[src/rtl/stn_pix_pkg.sv]
package stn_pix_pkg;
  localparam int WORD_W = 32;

  typedef enum logic [2:0] {
    DEPTH_1  = 3'd0,
    DEPTH_2  = 3'd1,
    DEPTH_4  = 3'd2,
    DEPTH_8  = 3'd3,
    DEPTH_16 = 3'd4
  } depth_e;

  function automatic logic is_sub_byte(depth_e d);
    return (d == DEPTH_1) || (d == DEPTH_2) || (d == DEPTH_4);
  endfunction
endpackage

[src/rtl/stn_pix_reorder.sv]
module stn_pix_reorder
  import stn_pix_pkg::*;
#(
  parameter int W = WORD_W
) (
  input  logic [W-1:0] word_i,
  input  depth_e       depth_i,
  input  logic         big_end_i,
  output logic [W-1:0] word_o
);
  // Field-reversed copies for 1, 2 and 4 bit pixels
  for (genvar g = 0; g < 3; g++) begin : g_dep
    localparam int B = 1 << g;
    localparam int K = W / B;
    logic [W-1:0] rev;
    for (genvar i = 0; i < W; i++) begin : g_bit
      assign rev[i] = word_i[(K - 1 - i / B) * B + (i % B)];
    end
  end

  always_comb begin
    word_o = word_i;
    if (big_end_i && is_sub_byte(depth_i)) begin
      unique case (depth_i)
        DEPTH_1: word_o = g_dep[0].rev;
        DEPTH_2: word_o = g_dep[1].rev;
        default: word_o = g_dep[2].rev;
      endcase
    end
  end
endmodule

[src/rtl/stn_pix_shift.sv]
module stn_pix_shift #(
  parameter int W        = 32,
  parameter int OUT_W    = 8,
  parameter int NARROW_W = 4
) (
  input  logic             clk_i,
  input  logic             rst_ni,
  input  logic [W-1:0]     word_i,
  input  logic             valid_i,
  input  logic             bus_wide_i,
  output logic             empty_o,
  output logic [OUT_W-1:0] pix_o,
  output logic             pix_en_o,
  output logic             underflow_o
);
  localparam int RW = $clog2(W + 1);

  logic [W-1:0]  sh_q;
  logic [RW-1:0] rem_q;
  logic          started_q;
  logic [RW-1:0] step;

  assign step     = bus_wide_i ? RW'(OUT_W) : RW'(NARROW_W);
  assign empty_o  = (rem_q == '0);
  assign pix_en_o = !empty_o;

  always_comb begin
    pix_o = sh_q[OUT_W-1:0];
    if (!bus_wide_i) pix_o[OUT_W-1:NARROW_W] = '0;
  end

  always_ff @(posedge clk_i or negedge rst_ni) begin
    if (!rst_ni) begin
      sh_q        <= '0;
      rem_q       <= '0;
      started_q   <= 1'b0;
      underflow_o <= 1'b0;
    end else if (empty_o) begin
      if (valid_i) begin
        sh_q      <= word_i;
        rem_q     <= RW'(W);
        started_q <= 1'b1;
      end else if (started_q) begin
        underflow_o <= 1'b1;
      end
    end else begin
      sh_q  <= sh_q >> step;
      rem_q <= (rem_q > step) ? rem_q - step : '0;
    end
  end
endmodule

[src/rtl/stn_pix_timing.sv]
module stn_pix_timing #(
  parameter int LINE_W  = 12,
  parameter int FRAME_W = 10
) (
  input  logic               clk_i,
  input  logic               rst_ni,
  input  logic               xfer_i,
  input  logic [LINE_W-1:0]  line_last_i,
  input  logic [FRAME_W-1:0] frame_last_i,
  output logic               lsync_o,
  output logic               fsync_o
);
  logic [LINE_W-1:0]  xcnt_q;
  logic [FRAME_W-1:0] lcnt_q;

  always_ff @(posedge clk_i or negedge rst_ni) begin
    if (!rst_ni) begin
      xcnt_q  <= '0;
      lcnt_q  <= '0;
      lsync_o <= 1'b0;
      fsync_o <= 1'b0;
    end else begin
      lsync_o <= 1'b0;
      fsync_o <= 1'b0;
      if (xfer_i) begin
        // >= keeps the counter bounded if the limit is lowered mid-line
        if (xcnt_q >= line_last_i) begin
          xcnt_q  <= '0;
          lsync_o <= 1'b1;
          if (lcnt_q >= frame_last_i) begin
            lcnt_q  <= '0;
            fsync_o <= 1'b1;
          end else begin
            lcnt_q <= lcnt_q + 1'b1;
          end
        end else begin
          xcnt_q <= xcnt_q + 1'b1;
        end
      end
    end
  end
endmodule

[src/rtl/stn_pix_fmt.sv]
module stn_pix_fmt
  import stn_pix_pkg::*;
#(
  parameter int W        = WORD_W,
  parameter int OUT_W    = 8,
  parameter int NARROW_W = 4,
  parameter int LINE_W   = 12,
  parameter int FRAME_W  = 10
) (
  input  logic               clk_i,
  input  logic               rst_ni,
  input  logic [2:0]         depth_i,
  input  logic               big_end_i,
  input  logic               bus8_i,
  input  logic [LINE_W-1:0]  line_last_i,
  input  logic [FRAME_W-1:0] frame_last_i,
  input  logic [W-1:0]       word_i,
  input  logic               word_valid_i,
  output logic               word_ready_o,
  output logic [OUT_W-1:0]   pix_o,
  output logic               pix_en_o,
  output logic               lsync_o,
  output logic               fsync_o,
  output logic               underflow_o
);
  logic [W-1:0] ordered;
  depth_e       depth;

  assign depth = depth_e'(depth_i);

  stn_pix_reorder #(.W(W)) u_reorder (
    .word_i    (word_i),
    .depth_i   (depth),
    .big_end_i (big_end_i),
    .word_o    (ordered)
  );

  stn_pix_shift #(.W(W), .OUT_W(OUT_W), .NARROW_W(NARROW_W)) u_shift (
    .clk_i       (clk_i),
    .rst_ni      (rst_ni),
    .word_i      (ordered),
    .valid_i     (word_valid_i),
    .bus_wide_i  (bus8_i),
    .empty_o     (word_ready_o),
    .pix_o       (pix_o),
    .pix_en_o    (pix_en_o),
    .underflow_o (underflow_o)
  );

  stn_pix_timing #(.LINE_W(LINE_W), .FRAME_W(FRAME_W)) u_timing (
    .clk_i        (clk_i),
    .rst_ni       (rst_ni),
    .xfer_i       (pix_en_o),
    .line_last_i  (line_last_i),
    .frame_last_i (frame_last_i),
    .lsync_o      (lsync_o),
    .fsync_o      (fsync_o)
  );
endmodule

[config.mk]
export PLATFORM = sky130hd
export DESIGN_NAME = stn_pix_fmt
export DESIGN_NICKNAME = d
export VERILOG_FILES = /design/src/rtl/stn_pix_pkg.sv /design/src/rtl/stn_pix_reorder.sv /design/src/rtl/stn_pix_shift.sv /design/src/rtl/stn_pix_timing.sv /design/src/rtl/stn_pix_fmt.sv
export SDC_FILE = /design/constraint.sdc
export NUM_CORES = 1
export LEC_CHECK = 0
export BUFFER_PORTS_ARGS = -buffer_cell sky130_fd_sc_hd__buf_2
export CAP_MARGIN = 20
export CORE_MARGIN = 10
export CORE_UTILIZATION = 45
export DETAILED_ROUTE_END_ITERATION = 10
export HOLD_SLACK_MARGIN = 0.12
export PLACE_DENSITY = 0.66
export SETUP_SLACK_MARGIN = 0.2
export SLEW_MARGIN = 5
export SYNTH_ARGS = -nofsm -noshare
export SYNTH_HDL_FRONTEND = slang
export SYNTH_SLANG_ARGS = --single-unit
[constraint.sdc]
create_clock -name clk_i -period 4.4 [get_ports clk_i]
set_clock_uncertainty 0.05 [all_clocks]
set_input_delay 0.88 -clock clk_i [delete_from_list [all_inputs] [get_ports clk_i]]
set_output_delay 0.88 -clock clk_i [all_outputs]
set_load 0.1 [all_outputs]
### Word-level counts from Yosys, hierarchy flattened

Index checks and enable logic that the tools add are counted.

* register bits: 64
* output and inout bits: 13
* input port bits: 62
* logic and storage cells: 45

* equality and inequality tests: 3
* reduce and logical (&&, ||, !) cells: 9
* order comparisons: 3
* shift operators: 1
* bitwise gates (word level): 2
* muxes and demuxes: 16
* add/sub/neg operators: 3

Operators with widths (count)
* 2-to-1 mux 32 bit: 3
* case mux 32 bit (2 select lines): 1
* right shift 32 x 6 -> 32 bit: 1
* 2-to-1 mux 6 bit: 3
* adder 12 x 1 -> 12 bit (second input constant): 1
* greater-or-equal comparator 12 bit: 1
* 2-to-1 mux 12 bit: 1
* adder 10 x 1 -> 10 bit (second input constant): 1
* greater-or-equal comparator 10 bit: 1
* 2-to-1 mux 10 bit: 1
* 2-to-1 mux 4 bit: 2
* > comparator 6 bit: 1
* logical NOT 6 bit: 1
* subtractor 6 bit: 1
* 2-to-1 mux 1 bit: 5
* AND reduction 2 bit: 2
* equality test 3 x 1 -> 1 bit (second input constant): 1
* equality test 3 x 2 -> 1 bit (second input constant): 1
* logical NOT 3 bit: 1
* AND reduction 3 bit: 1
* logical OR 1 bit: 2
* != test 2 bit (second input constant): 1
* inverter 1 bit: 2
* logical AND 1 bit: 1
* logical NOT 1 bit: 1

### Longest topological paths before layout

* depth after elaboration: 7
* mapped depth: 10
* depth with buffers taken out: 9

### Hierarchy

From an unflattened synthesis, not the netlist that was laid out.

* cell total of the unflattened synthesis: 567
* area, all modules: 5255.0 um2

By module, submodules not included
* stn_pix_shift: seq. area each 950.9 um2, area each 2250.9 um2, cells each 204, times used 1
* stn_pix_timing: seq. area each 600.6 um2, area each 1754.2 um2, cells each 210, times used 1
* stn_pix_reorder: seq. area each 0.0 um2, area each 1249.9 um2, cells each 153, times used 1

### Least setup slack after synthesis

OpenSTA, ideal clock, no wires.

* path kind: in2out
* start: input bus8_i
* end: output pix_o[4]
* path slack: 1.177 ns
* arrival time: 2.293 ns
* cell stages on the path: 3
* path buffers: 2
* data required time: 3.470 ns
* cells stage by stage: buf_2 buf_1 and2_1

* cells in the longest elaborated chain, start to end: 1

RTL lines
* start: declaration: line stn_pix_fmt.sv:14 `input logic bus8_i,`
* 2-to-1 mux 4 bit: line stn_pix_shift.sv:29 `if (!bus_wide_i) pix_o[OUT_W-1:NARROW_W] = '0;`
* end: declaration: line stn_pix_fmt.sv:20 `output logic [OUT_W-1:0] pix_o,`

Every way passes these cells.

### Worst setup path in the final report

* start: register u_shift.rem_q[3]
* end: output word_ready_o

* cells in the longest elaborated chain, start to end: 1

RTL lines
* start: declaration: line stn_pix_shift.sv:19 `logic [RW-1:0] rem_q;`
* start signal: assignment: line stn_pix_shift.sv:41 `rem_q <= RW'(W);`
* start signal: assignment: line stn_pix_shift.sv:48 `rem_q <= (rem_q > step) ? rem_q - step : '0;`
* logical NOT 6 bit: line stn_pix_shift.sv:24 `assign empty_o = (rem_q == '0);`
* end: declaration: line stn_pix_fmt.sv:19 `output logic word_ready_o,`

Every way passes these cells.

==> results.json <==
{
  "synth_seq_cells": 62,
  "clockRootBuffer": "clkbuf_8",
  "drc_errors": 0,
  "grt_pass1_wl_um": 20600,
  "ys_types": 54,
  "postCtsSetupRepairBufs": 0,
  "cp_cell_sequence": "or4_1 > clkinv_4 > buf_2",
  "critPathKind": "flip-flop to output port",
  "place_congestion": 0.845,
  "crit_path_end_kind": "output port",
  "run_status": "complete, no violations",
  "cts_tree": "yes",
  "clkSinkCount": 62,
  "cpLargestDelayFamily": "simple AND/OR/NAND/NOR gates",
  "grt-ovfl-total": 0,
  "grt_pass1_vias": 4170,
  "die-area_um2": 14200,
  "crit_buf_inv": 2,
  "cts_made_buffers": 9,
  "hold_viol_final": 0,
  "yosysSeqAreaShare_pct": 35.1,
  "final.period_utilization_pct": 74.8,
  "area_growth_pct": 14.7,
  "vias": 4211,
  "syn_nets": 594,
  "critPathMaxFanout": 19,
  "fin_area_um2": 5060,
  "synth_top_area_share_pct": 35.1,
  "clockBufferDepth": 2,
  "io_pins": 75,
  "die_h_um": 119,
  "clk_pin_slew_worst_paths_ns": 0.08,
  "antenna_found_initial": 0,
  "die_w_um": 119,
  "postRouteAntennaNets": 0,
  "pre_cts_slack_ns": 1.22,
  "placed_area_um2": 4830,
  "grt_usage_pct": 16.9,
  "peakVddDrop_mv": 0.381,
  "max_stage_delay_ns": 0.90,
  "synth_cells": 505,
  "rows": 36,
  "dp_hpwl_um": 8690,
  "via_per_inst": 6.05,
  "syn_avg_cell_area_um2": 8.75,
  "cap_viol_max_count": 0,
  "htree_levels": 3,
  "drtIter0Drc": 293,
  "required_ns": 3.47,
  "min-delay-path-class": "flip-flop to flip-flop",
  "first_pass_iters": 5,
  "power-per-cell-area_nw_per_um2": 551,
  "p_leak_nw": 2.40,
  "ctsHoldBuffers": 0,
  "arrival_ns": 2.36,
  "grt_max_degree": 54,
  "maxSlewViolCount": 0,
  "drive_gt1_share_pct": 19.4,
  "core_um2": 9680,
  "yosys_most_used_dff": "dfrtp_1",
  "synth-edff-count": 0,
  "yosys.area.top_type": "dfrtp_1",
  "finalCriticalPeriod_ns": 3.29,
  "cp_slowest_cell": "or4_1",
  "rsz0062_at_grt": "false",
  "nFillCells": 939,
  "slew_headroom_pct": 30.7,
  "async_flop_share_pct": 100,
  "fin_nets": 647,
  "cts_resized": 0,
  "setup_tns_ns": 0,
  "startpoint_type": "flip-flop",
  "start_util_pct": 45.6,
  "num_antenna_cells": 0,
  "fmax_mhz": 304,
  "netlist_top_cells_area": "dfrtp_1 (35%), ha_1 (7.4%), mux2i_1 (6.6%)",
  "tightest_slew_ns": 1.04,
  "wl_um": 12300,
  "wl_per_cell_um": 17.6,
  "worst_slack_ns": 1.11,
  "clk-insertion-delay-late_ns": 0.33,
  "syn_area_um2": 4420,
  "yosys_warnings": 0,
  "setup_viol": 0,
  "portBuffers": 74
}
-- layout by cell type, fill, tap and decap left out, drive strengths merged, types with 9 or more instances in the layout --
cell	count
a21oi	48
a221o	28
buf	83
clkbuf	12
dfrtp	62
ha	26
inv	35
mux2i	29
nand2	33
nand3	44
nor2	24
nor3	9
o21ai	36
o221ai	24
-- cells in the mapped netlist (all sizes together) (3+ instances only) --
cell,count
a21oi,48
a221o,28
a221oi,4
a31oi,4
and2,4
and3,8
buf,16
clkbuf,25
dfrtp,62
ha,26
inv,35
mux2i,29
nand2,33
nand3,44
nand4,3
nor2,24
nor3,9
o21ai,36
o221ai,24
o22ai,6
xor2,8
-- metal layers --
| metal | up-vias | track usage, % | wire (um) |
|---|---|---|---|
| met5 | - | 0 | 0 |
| met4 | 0 | 4.35 | 76 |
| met3 | 6 | 3.50 | 802 |
| met2 | 165 | 28.0 | 5980 |
| met1 | 2044 | 22.0 | 5420 |
| li1 | 1996 | - | - |
-- worst paths after layout --
check	start	end	slack, ns	cells after the start
max in group asynchronous	rst_ni	u_shift.sh_q[30]$_DFFE_PN0P_	3.00	3
min in group asynchronous	rst_ni	u_shift.sh_q[3]$_DFFE_PN0P_	0.43	1
max	u_shift.rem_q[3]$_DFFE_PN0P_	word_ready_o	1.11	3
min reg2reg	u_shift.underflow_o$_DFFE_PN0P_	u_shift.underflow_o$_DFFE_PN0P_	0.41	1
min	u_shift.underflow_o$_DFFE_PN0P_	u_shift.underflow_o$_DFFE_PN0P_	0.41	1
max reg2reg	u_shift.rem_q[3]$_DFFE_PN0P_	u_timing.lcnt_q[7]$_DFFE_PN0P_	1.53	7
-- state kept, by name, summed over array words and instances, names as in the netlist --
register	cells
u_shift.sh_q	32
u_shift.started_q	1
u_timing.xcnt_q	12
u_shift.underflow_o	1
u_timing.lcnt_q	10
u_timing.fsync_o	1
u_shift.rem_q	4
u_timing.lsync_o	1
-- power by group --
| part | leakage [nW] | internal (mW) | total, mW | switching (mW) |
|---|---|---|---|---|
| Sequential | 0.791 | 0.776 | 0.987 | 0.211 |
| Combinational | 1.50 | 0.420 | 1.25 | 0.833 |
| Clock | 0.110 | 0.333 | 0.553 | 0.220 |
-- cell type report --
class / count / area (um2) / share of cell area, %
multi-input combinational: 366 / 2540 / 50.2
sequential: 62 / 1550 / 30.6
timing repair buffer: 83 / 450 / 8.89
tap: 133 / 166 / 3.29
clock buffer: 12 / 145 / 2.87
inverter: 36 / 140 / 2.77
clock inverter: 4 / 70.1 / 1.38
-- metrics by stage --
step	power [mW]	utilization (%)	std cells	hold slack (ns)
after detailed placement	2.24	49.9	679	0.401
final	2.79	52.3	696	0.412
after CTS	2.80	52.1	695	0.418
after floorplan	1.96	-	505	0.390
after global routing	3.00	52.3	696	0.450
after global placement	2.20	49.9	679	0.394
-- kinds of logic (layout without fill, tap and decap cells) --
logic type | count (synthesis) | count (layout) | share of synthesized area (%)
simple gates | 136 | 136 | 15.1
fa+ha+maj | 27 | 27 | 7.82
compound gates | 166 | 166 | 26.2
mux | 29 | 29 | 6.57
flops | 62 | 62 | 35.1
xor+xnor | 8 | 8 | 1.59
buf+inv | 77 | 135 | 7.56
No activity file was read; power rests on OpenSTA's default activity.
